==> src/rtl/shift_unit.sv <==
module shift_unit #(
  parameter int W = 16
) (
  input  logic                 clk,
  input  logic                 rst_n,
  input  logic                 in_valid,
  input  logic [1:0]           op,
  input  logic [W-1:0]         operand,
  input  logic [$clog2(W)-1:0] cnt_field,
  input  logic [$clog2(W)-1:0] r0_cnt,
  output logic                 out_valid,
  output logic [W-1:0]         result,
  output logic                 flag_lgt,
  output logic                 flag_agt,
  output logic                 flag_eq,
  output logic                 flag_c,
  output logic                 flag_ov
);
  localparam int CW = $clog2(W);
  localparam logic [1:0] OP_SRA = 2'b00;
  localparam logic [1:0] OP_SRL = 2'b01;
  localparam logic [1:0] OP_SLA = 2'b10;
  localparam logic [1:0] OP_SRC = 2'b11;

  logic [CW:0]    amt;
  logic [CW-1:0]  lidx, ridx;
  logic [W:0]     ext, top, ones;
  logic [2*W-1:0] rot;
  logic [W-1:0]   shifted;
  logic           cout, ovf;

  assign amt = (cnt_field != '0) ? {1'b0, cnt_field}
             : (r0_cnt != '0)    ? {1'b0, r0_cnt}
             : (CW+1)'(W);

  assign lidx = CW'(W - int'(amt));
  assign ridx = CW'(int'(amt) - 1);
  assign ext  = {operand, 1'b0};
  assign top  = ext >> lidx;
  assign ones = ((W+1)'(1) << (int'(amt) + 1)) - (W+1)'(1);
  assign rot  = {operand, operand} >> amt;

  always_comb begin
    shifted = '0;
    cout    = 1'b0;
    ovf     = 1'b0;
    unique case (op)
      OP_SLA: begin
        shifted = operand << amt;
        cout    = operand[lidx];
        ovf     = !(top == '0 || top == ones);
      end
      OP_SRL: begin
        shifted = operand >> amt;
        cout    = operand[ridx];
      end
      OP_SRA: begin
        shifted = W'($signed(operand) >>> amt);
        cout    = operand[ridx];
      end
      default: begin
        shifted = rot[W-1:0];
        cout    = operand[ridx];
      end
    endcase
  end

  always_ff @(posedge clk) begin
    if (!rst_n) begin
      out_valid <= 1'b0;
      result    <= '0;
      flag_lgt  <= 1'b0;
      flag_agt  <= 1'b0;
      flag_eq   <= 1'b0;
      flag_c    <= 1'b0;
      flag_ov   <= 1'b0;
    end else begin
      out_valid <= in_valid;
      if (in_valid) begin
        result   <= shifted;
        flag_lgt <= shifted != '0;
        flag_agt <= (shifted != '0) && !shifted[W-1];
        flag_eq  <= shifted == '0;
        flag_c   <= cout;
        flag_ov  <= ovf;
      end
    end
  end
endmodule

==> config.mk <==
export PLATFORM = sky130hd
export DESIGN_NAME = shift_unit
export DESIGN_NICKNAME = d
export VERILOG_FILES = /design/src/rtl/shift_unit.sv
export SDC_FILE = /design/constraint.sdc
export NUM_CORES = 1
export LEC_CHECK = 0
export BUFFER_PORTS_ARGS = -buffer_cell sky130_fd_sc_hd__buf_2
export CAP_MARGIN = 20
export CORE_ASPECT_RATIO = 0.9
export CORE_UTILIZATION = 53
export DETAILED_ROUTE_END_ITERATION = 8
export PLACE_DENSITY = 0.7
export REMOVE_ABC_BUFFERS = 1
export SYNTH_ARGS = -nofsm -noshare
export SYNTH_HDL_FRONTEND = slang
export SYNTH_SLANG_ARGS = --single-unit
==> constraint.sdc <==
create_clock -name clk -period 7.3 [get_ports clk]
set_input_delay 0.73 -clock clk [delete_from_list [all_inputs] [get_ports clk]]
set_output_delay 0.73 -clock clk [all_outputs]
set_load 0.01 [all_outputs]
==> Word-level counts from Yosys, hierarchy flattened <==
Index checks and enable logic that the tools add are counted.
{ "op_classes": {"addsub": 4, "magnitude_cmp": 2, "n_eq_ne": 3, "n_shift": 6, "n_mux": 9, "reduce_logical": 10} }
{ "op_table": {"columns": ["operator", "n"], "rows": [
  ["$pmux 16 s3", 1],
  ["$shr 32x5->16", 1],
  ["$eq 17x17->1", 1],
  ["$logic_not 17->1", 1],
  ["$shl 1x6->17 const A", 1],
  ["$shr 17x4->17", 1],
  ["$sub 17x2->17 const B", 1],
  ["$logic_not 16->1", 1],
  ["$reduce_bool 16->1", 1],
  ["$shl 16x5->16", 1],
  ["$shr 16x5->16", 1],
  ["$sshr 16x5->16", 1],
  ["$lt 4x5->1 const B", 2],
  ["$mux 5", 2],
  ["$bmux 1 s4", 2],
  ["$reduce_bool 4->1", 2],
  ["$add 5x1->6 const B", 1],
  ["$mux 1", 4],
  ["$sub 1x4->4 const A", 1],
  ["$sub 4x1->4 const B", 1],
  ["$eq 2x1->1 const B", 1],
  ["$eq 2x2->1 const B", 1],
  ["$logic_not 1->1", 2],
  ["$logic_not 2->1", 1],
  ["2 further kinds", 2]
]} }
{ "word_totals": {"reg_bits": 22, "output_inout_bits": 22} }

==> Longest topological paths before layout <==
Gate-level depths: netlist (run 1).
{ "logic_depth": {"depth_word": 10, "depth_mapped": 18} }

==> Worst setup path after synthesis (run 1) <==
OpenSTA, ideal clock, no wires.
{ "synth_timing": {"path_type": "input -> register", "start": "in cnt_field[0]", "end": "reg flag_ov", "arrival_ps": 3993, "required_ps": 7160, "slack_ps": 3167, "path_stages": 17, "path_cell_list": "buf_6 -> nor4b_2 -> clkbuf_1 -> nor2_1 -> inv_1 -> buf_2 -> ha_1 -> clkbuf_1 -> inv_1 -> clkbuf_1 -> mux4_2 -> mux2i_1 -> mux2i_1 -> xnor2_1 -> o311ai_0 -> nor4_1 -> a41oi_1"} }
{ "synth_via": {"elab_chain_len": 9} }
{ "synth_rtl": {"columns": ["element", "line", "text"], "rows": [
  ["start, declared", "9", "input logic [$clog2(W)-1:0] cnt_field,"],
  ["$reduce_bool 4->1", "32", "assign amt = (cnt_field != '0) ? {1'b0, cnt_field}"],
  ["$mux 5 (*)", "32", null],
  ["$add 5x1->6", "40", "assign ones = ((W+1)'(1) << (int'(amt) + 1)) - (W+1)'(1);"],
  ["$shl 1x6->17", "40", null],
  ["$sub 17x2->17", "40", null],
  ["$eq 17x17->1", "51", "ovf = !(top == '0 || top == ones);"],
  ["$logic_or 1x1->1 (*)", "51", null],
  ["$logic_not 1->1 (*)", "51", null],
  ["$mux 1 (*)", "47", "unique case (op)"],
  ["end signal, assigned", "85", "flag_ov <= ovf;"],
  ["end, declared", "17", "output logic flag_ov"]
]} }
Mark *: on every way between the ends. The rest lies on a longest branch, timed or not.
A chain may end at the register's enable or synchronous reset.

==> Final worst setup path (run 1) <==
{ "layout_timing": {"start": "in cnt_field[1]", "end": "reg flag_ov"} }
The elaborated chain is that of the path after synthesis.

==> impl_metrics.env, run 1 <==
export IMPL_synth_largest_area_cell="dfxtp_1"
export IMPL_outcome="completed"
export IMPL_cts_resized=0
export IMPL_netlist_area_leader_share_pct=8.90
export IMPL_dr_total_vias=6237
export IMPL_min_to="result[6]"
export IMPL_setup_tns_ns=0
export IMPL_n_antenna_cell=0
export IMPL_dieArea_um2=9730
export IMPL_grt_overflow_total=0
export IMPL_dp_hpwl_um=15100
export IMPL_fin_cells=835
export IMPL_cts_tree="yes"
export IMPL_drc=0
export IMPL_max_clock_freq_ghz=0.206
export IMPL_power_density_nw_per_um2=133
export IMPL_wire_per_inst_um=23.5
export IMPL_ys_warnings_count=0
export IMPL_io_pins=51
export IMPL_root_buffer="clkbuf_8"
export IMPL_ys_types=79
export IMPL_cap_violations=0
export IMPL_rr_endpoint="flag_ov"
export IMPL_clk_path_buf_depth=2
export IMPL_antenna_found_initial=0
export IMPL_postRouteAntennaNets=0
export IMPL_required_ns=7.46
export IMPL_die_x_um=104
export IMPL_core_area_um2=9080
export IMPL_crit_chain="buf_2 > nor4b_2 > buf_4 > nor2_2 > buf_4 > inv_2 > ha_1 > nand2b_1 > a211oi_2 > o21ai_0 > o21a_1 > o211a_1 > o21ai_0 > xnor2_1 > o211ai_1 > nor4_1 > a41oi_1"
export IMPL_clock_sinks=22
export IMPL_track_usage_pct=39.7
export IMPL_reg2reg_from="flag_ov"
export IMPL_hold_path_depth=2
export IMPL_num_rows=33
export IMPL_via_per_inst=7.47
export IMPL_hold_viol_final=0
export IMPL_cpPeakStageDelay_ns=0.49
export IMPL_die_y_um=93.7
export IMPL_place_congestion=1.07
export IMPL_synth_flop_cell="dfxtp_1"
export IMPL_critPathArrivalTime_ns=5.00
export IMPL_start_util_pct=54.5
export IMPL_power_w=0.000696
export IMPL_area_growth_pct=5.56
export IMPL_drive_gt1_share_pct=14.3
export IMPL_end_kind="register"
export IMPL_setup_viol=0
export IMPL_p_leak_nw=2.01
export IMPL_h_tree_depth=1
export IMPL_synth_edf_count=0
export IMPL_rsz0062_at_grt="false"
export IMPL_rr_worst_depth=6
export IMPL_ys_seq_area_share_pct=8.90
export IMPL_drt_first_pass_iters=6
export IMPL_synthTopCellsByCount="nor2_1 (92), nand2_1 (65), o21ai_0 (44)"
export IMPL_clkSlewWorstSetupHoldPaths_ns=0.11
export IMPL_relSlewSlack_pct=35.0
export IMPL_final_nets=746
export IMPL_synth_seq_cells=22
export IMPL_ys_async_sr_fraction_pct=0
export IMPL_worstPathMaxFanout=33
export IMPL_period_needed_ns=4.84
export IMPL_grt_max_degree=35
export IMPL_synthTopCellsByArea="dfxtp_1 (8.9%), mux2i_1 (7.5%), nor2_1 (7.0%)"
export IMPL_grt_pass1_vias=5545
export IMPL_synthesis_area_per_instance_um2=6.99
export IMPL_start_kind="input pin"
export IMPL_synthCells=708
export IMPL_drv_slew=0
export IMPL_synthesis_area_um2=4950
export IMPL_portBuffers=50
export IMPL_worst_pin_slew_ns=0.972
export IMPL_tritoncts_num_buffers=3
export IMPL_hold_buffers=0
export IMPL_fin_skew_ns=0
export IMPL_fillers=877
export IMPL_dpl_cell_count=831
export IMPL_slowest_stage="inv_2"
export IMPL_postCtsSetupRepairBufs=0
export IMPL_hold_class="register to register"
export IMPL_insertion_delay_ns=0.28
export IMPL_totalWireLength_um=19700
export IMPL_post_synth_top_count_cell="nor2_1"
export IMPL_min_delay_start="result[6]"
export IMPL_grt_pass1_wl_um=30800
export IMPL_drtIter0Drc=1005
export IMPL_ir_drop_uv=63.8
export IMPL_worst_r2r_setup_slack_ns=5.90
export IMPL_fin_crit_sh_pct=66.3
export IMPL_path_class="input pin to register"
## how the worst max path moves through the flow
stage                             from  endpoint  slack (ns)
after floorplan           cnt_field[2]   flag_ov        2.47
after CTS                 cnt_field[1]   flag_ov        2.53
final                     cnt_field[1]   flag_ov        2.46
after detailed placement  cnt_field[1]   flag_ov        2.26
after global routing      cnt_field[1]   flag_ov        2.00
after global placement    cnt_field[1]   flag_ov        2.36
## cell usage in the layout (no fill, tap or decap), drive strengths merged, types with 6 or more instances in the layout
master	n
nand3	35
a21oi	32
o311a	6
mux4	10
and3	10
o21ai	45
a21o	16
o211ai	10
nor3	16
a211oi	32
nor2	92
o22ai	11
dfxtp	22
a31oi	7
a2111oi	6
xor2	6
a22oi	14
buf	60
nand2	66
nor4	14
a32oi	18
inv	9
or3	12
nand2b	8
mux2i	37
a32o	11
and2	6
xnor2	16
## layout make-up
type	instances	area [um2]	share of cell area [%]
multi-input cells	616	4190	80.3
flip-flops and latches	22	440	8.43
repair buffers	60	325	6.23
well taps	122	153	2.92
clock buffers	3	41.3	0.790
inverters	11	41.3	0.790
clock inverters	1	30.0	0.575
## per-layer routing
layer | wire length (um) | GRT usage (%) | up-vias | share of wire (%)
met4 | 964 | 16.0 | 0 | 4.9
met5 | 0 | 0 | - | 0
met2 | 8140 | 60.3 | 504 | 41
met3 | 2610 | 7.35 | 84 | 13
met1 | 7940 | 55.2 | 2858 | 40
li1 | - | - | 2791 | -
## where the power goes
part           internal, W  switching [W]
Sequential        0.000129     0.00000481
Combinational     0.000159       0.000281
Clock            0.0000735      0.0000485
Total             0.000361       0.000335
## through the flow
stage	area, um2	hold WS (ns)	setup WS (ns)	util (%)
final	5220	0.486	2.46	57.5
after global routing	5220	0.515	2.00	57.5
after CTS	5220	0.487	2.53	57.5
after detailed placement	5150	0.473	2.26	56.7
after global placement	5150	0.459	2.36	56.7
after floorplan	4670	0.503	2.47	-
## worst max-delay path: cells and delay by family
| family | cells | cell delay, ns |
|---|---|---|
| compound gates | 7 | 1.57 |
| buf+inv | 4 | 1.28 |
| simple gates | 4 | 0.74 |
| xor+xnor | 1 | 0.16 |
| fa+ha+maj | 1 | 0.49 |
## logic make-up (layout without fill, tap and decap cells)
logic type / count (synthesis) / in the layout / share of synthesized area, %
simple gates: 281 / 281 / 27.9
compound gates: 261 / 261 / 39.5
buf+inv: 70 / 75 / 6.47
mux: 49 / 49 / 12.5
xor+xnor: 22 / 22 / 3.89
flops: 22 / 22 / 8.90
fa+ha+maj: 3 / 3 / 0.759
## flip-flops by register name, summed over array words and instances (netlist names)
register / count
flag_eq: 1
flag_c: 1
flag_lgt: 1
result: 16
out_valid: 1
flag_agt: 1
flag_ov: 1
(Power assumes the default switching activity.)
==> inputs of run 2 (changes only) <==
Settings changed: PLACE_DENSITY 0.7 to 0.73.
Clock period 7.3 ns to 4.4 ns, I/O delays scaled along.
==> run 2 against run 1 <==
  * Cell count increased by 3.0%
  * Combinational power is 73% higher
  * Count of clock-buffer cells in the layout stayed put
  * Clock power grew 8%
  * Via count grew 1.9%
  * Cell area increased by 3.2%
  * Non-clock buffer count grew 26
  * Utilization up 1.8 points
  * Largest cell class unchanged
==> impl_metrics.env, run 2 (synthesis gave the netlist of run 1 again) <==
export IMPL_worst_pin_slew_ns=0.872
export IMPL_setup_viol=0
export IMPL_die_y_um=93.7
export IMPL_grt_pass1_wl_um=32000
export IMPL_hold_viol_final=0
export IMPL_num_rows=33
export IMPL_power_density_nw_per_um2=207
export IMPL_fin_crit_sh_pct=87.4
export IMPL_dr_total_vias=6353
export IMPL_place_area_um2=5350
export IMPL_period_needed_ns=3.85
export IMPL_dpl_cell_count=857
export IMPL_fin_skew_ns=0
export IMPL_rr_worst_depth=6
export IMPL_hold_path_depth=2
export IMPL_min_to="result[11]"
export IMPL_via_per_inst=7.39
export IMPL_reg2reg_from="flag_ov"
export IMPL_dp_hpwl_um=15600
export IMPL_rsz0062_at_grt="false"
export IMPL_max_clock_freq_ghz=0.260
export IMPL_die_x_um=104
export IMPL_hold_class="input pin to register"
export IMPL_required_ns=4.57
export IMPL_io_pins=51
export IMPL_grt_max_degree=35
export IMPL_start_util_pct=54.5
export IMPL_h_tree_depth=1
export IMPL_clk_path_buf_depth=2
export IMPL_tritoncts_num_buffers=3
export IMPL_worst_r2r_setup_slack_ns=3.03
export IMPL_end_kind="register"
export IMPL_n_antenna_cell=0
export IMPL_final_nets=772
export IMPL_track_usage_pct=41.2
export IMPL_hold_buffers=0
export IMPL_stdcell_area_um2=5390
export IMPL_final_common_cell="nor2_1"
export IMPL_largest_register_ffs=16
export IMPL_start_kind="input pin"
export IMPL_postCtsSetupRepairBufs=0
export IMPL_relSlewSlack_pct=41.7
export IMPL_area_growth_pct=8.90
export IMPL_drc=0
export IMPL_p_leak_nw=2.12
export IMPL_portBuffers=50
export IMPL_layout_common_cells="nor2_1 (90), nand2_1 (65), buf_2 (50)"
export IMPL_core_area_um2=9080
export IMPL_drt_first_pass_iters=6
export IMPL_insertion_delay_ns=0.26
export IMPL_ir_drop_uv=108
export IMPL_cts_resized=0
export IMPL_drive_gt1_share_pct=17.2
export IMPL_postRouteAntennaNets=0
export IMPL_fin_cells=860
export IMPL_totalWireLength_um=20400
export IMPL_clock_sinks=22
export IMPL_fillers=889
export IMPL_antenna_found_initial=0
export IMPL_worstPathMaxFanout=8
export IMPL_drv_slew=0
export IMPL_min_delay_start="rst_n"
export IMPL_wire_per_inst_um=23.7
export IMPL_regMostFlops="result"
export IMPL_cap_violations=0
export IMPL_clkSlewWorstSetupHoldPaths_ns=0.09
export IMPL_place_congestion=1.12
export IMPL_rr_endpoint="flag_ov"
export IMPL_path_class="input pin to register"
export IMPL_cts_tree="yes"
export IMPL_root_buffer="clkbuf_8"
export IMPL_critPathArrivalTime_ns=4.01
export IMPL_grt_pass1_vias=5782
export IMPL_grt_overflow_total=0
export IMPL_outcome="completed"
export IMPL_dieArea_um2=9730
export IMPL_drtIter0Drc=903
run 2: changes by cell type in the layout (fill, tap and decap cells not counted):
cell,delta
bufinv_16,-1
buf_4,+26
run 2: final cells by class:
| class | instances | area, um2 | area share, % |
|---|---|---|---|
| flip-flops and latches | 22 | 440 | 8.17 |
| multi-input cells | 616 | 4190 | 77.8 |
| repair buffers | 86 | 520 | 9.66 |
| clock buffers | 3 | 41.3 | 0.766 |
| well taps | 122 | 153 | 2.83 |
| inverters | 11 | 41.3 | 0.766 |
run 2: layer usage:
layer  vias to the layer above  track usage, %  part of all wire, %
li1                       2846               -                    -
met1                      2950            53.9                   41
met2                       453            65.5                   44
met3                       104            6.17                  9.4
met4                         0            22.5                  6.0
met5                         -               0                    0
run 2: power breakdown:
part | internal (W) | switching, W | leakage (nW)
combinational | 0.000285 | 0.000475 | 1.91
clock | 0.0000613 | 0.0000710 | 0.0216
sequential | 0.000215 | 0.00000799 | 0.182
run 2: worst max-delay path, stage by stage:
cell,delay (ns)
buf_2,0.14
nor4_1,0.64
and2_0,0.62
nor2_1,0.38
a41oi_1,0.38
o211ai_1,0.19
nor3_1,0.30
and4b_1,0.24
and4bb_1,0.24
nand4_2,0.15
a32o_1,0.30
run 2: worst max-delay path by stage:
stage	from	end	slack [ns]	depth (start not counted)
after detailed placement	cnt_field[1]	flag_agt	0.42	13
after floorplan	cnt_field[2]	flag_ov	-0.14	13
after CTS	cnt_field[1]	flag_agt	0.68	13
after global placement	cnt_field[1]	flag_agt	0.51	13
final	r0_cnt[1]	flag_agt	0.55	11
after global routing	cnt_field[1]	flag_ov	0.45	13
run 2: metrics by stage:
stage          TNS (ns)  utilization [%]  power [W]  setup WS, ns  hold slack (ns)
2_1_floorplan    -0.140                -   0.000702        -0.140            0.503
3_3_place_gp          0             58.9   0.000950         0.514            0.461
3_5_place_dp          0             58.9   0.000956         0.424            0.476
4_1_cts               0             59.3    0.00109         0.679            0.470
5_1_grt               0             59.3    0.00118         0.447            0.473
6_report              0             59.3    0.00112         0.553            0.469
==> inputs of run 3 (changes only) <==
Settings changed: RECOVER_POWER set to 100, SLEW_MARGIN set to 20.
==> run 3 against run 2 <==
  * Highest routed layer unchanged
  * Critical path depth unchanged
  * Combinational power fell by 0.9%
  * Cell area shrank 0.86%
  * Sequential cell count unchanged
  * Clock skew unchanged
  * Utilization decreased by 0.51 points
  * Global-route usage stayed put
  * Cell count did not move
  * Critical endpoint unchanged
  * Clock power barely moved
  * Worst hold slack worse by 0.00051 ns
  * Worst setup slack got worse by 0.22 ns
  * Count of clock-buffer cells in the layout is the same
==> impl_metrics.env, run 3 (synthesis gave the netlist of run 1 again) <==
export IMPL_outcome="completed"
export IMPL_utilization_pct=58.8
export IMPL_hold_path_depth=2
export IMPL_drive_gt1_share_pct=13.4
export IMPL_cts_resized=0
export IMPL_path_class="input pin to register"
export IMPL_track_usage_pct=41.2
export IMPL_grt_max_degree=35
export IMPL_final_common_cell="nor2_1"
export IMPL_min_delay_start="rst_n"
export IMPL_worstPathMaxFanout=31
export IMPL_slowest_stage="or4b_4"
export IMPL_grt_pass1_vias=5782
export IMPL_setup_ws_ns=0.334
export IMPL_portBuffers=50
export IMPL_io_pins=51
export IMPL_grt_pass1_wl_um=32000
export IMPL_ir_drop_uv=108
export IMPL_core_area_um2=9080
export IMPL_h_tree_depth=1
export IMPL_rr_worst_depth=6
export IMPL_crit_family="compound AO/OA/AOI/OAI gates"
export IMPL_layout_common_cells="nor2_1 (90), nand2_1 (66), o21ai_0 (43)"
export IMPL_end_kind="register"
export IMPL_antenna_found_initial=0
export IMPL_relSlewSlack_pct=14.5
export IMPL_drc=0
export IMPL_crit_chain="clkbuf_2 > or4b_4 > a21o_1 > a32o_1 > a221oi_1 > o32ai_1 > a2111oi_4 > nand4_1 > and4bb_1 > nand4_2 > a32o_1"
export IMPL_root_buffer="clkbuf_8"
export IMPL_dr_total_vias=6357
export IMPL_power_density_nw_per_um2=208
export IMPL_final_nets=772
export IMPL_place_congestion=1.12
export IMPL_hold_class="input pin to register"
export IMPL_clock_sinks=22
export IMPL_hold_viol_final=0
export IMPL_via_per_inst=7.39
export IMPL_required_ns=4.57
export IMPL_start_util_pct=54.5
export IMPL_fin_crit_sh_pct=92.4
export IMPL_fillers=907
export IMPL_worst_pin_slew_ns=1.28
export IMPL_period_needed_ns=4.07
export IMPL_crit_path_frequent_cell="a32o_1"
export IMPL_start_kind="input pin"
export IMPL_largest_register_ffs=16
export IMPL_clk_path_buf_depth=2
export IMPL_crit_cells=11
export IMPL_regMostFlops="result"
export IMPL_critPathArrivalTime_ns=4.23
export IMPL_reg2reg_from="flag_ov"
export IMPL_dp_hpwl_um=15600
export IMPL_crit_buf_inv=1
export IMPL_rsz0062_at_grt="false"
export IMPL_wire_per_inst_um=23.7
export IMPL_clkSlewWorstSetupHoldPaths_ns=0.09
export IMPL_setup_viol=0
export IMPL_crit_start="cnt_field[2]"
export IMPL_cpPeakStageDelay_ns=0.78
export IMPL_hold_buffers=0
export IMPL_die_x_um=104
export IMPL_drt_first_pass_iters=7
export IMPL_totalWireLength_um=20400
export IMPL_dpl_worst_slack_ns=0.424
export IMPL_place_area_um2=5350
export IMPL_dieArea_um2=9730
export IMPL_max_clock_freq_ghz=0.246
export IMPL_drv_slew=0
export IMPL_tritoncts_num_buffers=3
export IMPL_die_y_um=93.7
export IMPL_drtIter0Drc=971
export IMPL_multi_input_area_um2=4180
export IMPL_p_leak_nw=2.02
export IMPL_cap_violations=0
export IMPL_postRouteAntennaNets=0
export IMPL_n_antenna_cell=0
export IMPL_insertion_delay_ns=0.26
export IMPL_fin_skew_ns=0
export IMPL_cts_tree="yes"
export IMPL_stdcell_area_um2=5340
export IMPL_num_rows=33
export IMPL_postCtsSetupRepairBufs=0
export IMPL_register_area_um2=440
export IMPL_grt_overflow_total=0
export IMPL_area_growth_pct=7.96
==> run 3: cell types whose count changed in the layout (fill, tap and decap cells not counted) <==
cell	before	now
a221oi_2	2	1
clkbuf_2	0	1
a221oi_1	3	4
nand2_2	1	0
buf_2	50	25
nand2_1	65	66
clkbuf_1	0	26
buf_4	36	34
==> run 3: area by class of cell <==
type                            instances  area share, %
Multi-Input combinational cell        616           78.3
Timing Repair Buffer                   86           9.04
Sequential cell                        22           8.24
Tap cell                              122           2.86
Clock buffer                            3          0.773
Inverter                               11          0.773
==> run 3: routing by layer <==
metal  up-vias  wire length, um  global-route usage, %
li1       2837                -                      -
met3       102             2010                   6.17
met5         -                0                      0
met2       446             8990                   65.5
met4         0             1190                   22.5
met1      2972             8170                   53.9
==> run 3: per-stage QoR <==
stage	setup TNS, ns	hold slack (ns)	cells	power (W)
after floorplan	-0.140	0.503	649	0.000702
after global placement	0	0.461	857	0.000950
final	0	0.469	860	0.00111
after CTS	0	0.470	860	0.00109
after global routing	0	0.473	860	0.00117
after detailed placement	0	0.476	857	0.000956
==> run 3: worst register-to-register path, stage by stage, from the launching register on <==
cell	delay [ns]
dfxtp_1	0.35
nand3_1	0.09
inv_1	0.11
a21oi_1	0.13
o311ai_0	0.15
nor4_1	0.27
a41oi_1	0.14
==> run 3: power by group <==
part	total, W	switching [W]	internal (W)	leakage (nW)
Combinational	0.000754	0.000475	0.000280	1.82
Sequential	0.000223	0.00000828	0.000215	0.182
Clock	0.000133	0.0000716	0.0000613	0.0216
Total	0.00111	0.000555	0.000555	2.02
==> run 3: path summary, 6_finish.rpt <==
path / endpoint / slack (ns)
worst max-delay path: flag_agt / 0.33
worst min-delay path: result[11] / 0.47
worst max register to register: flag_ov / 3.02
worst min register to register: result[1] / 0.49
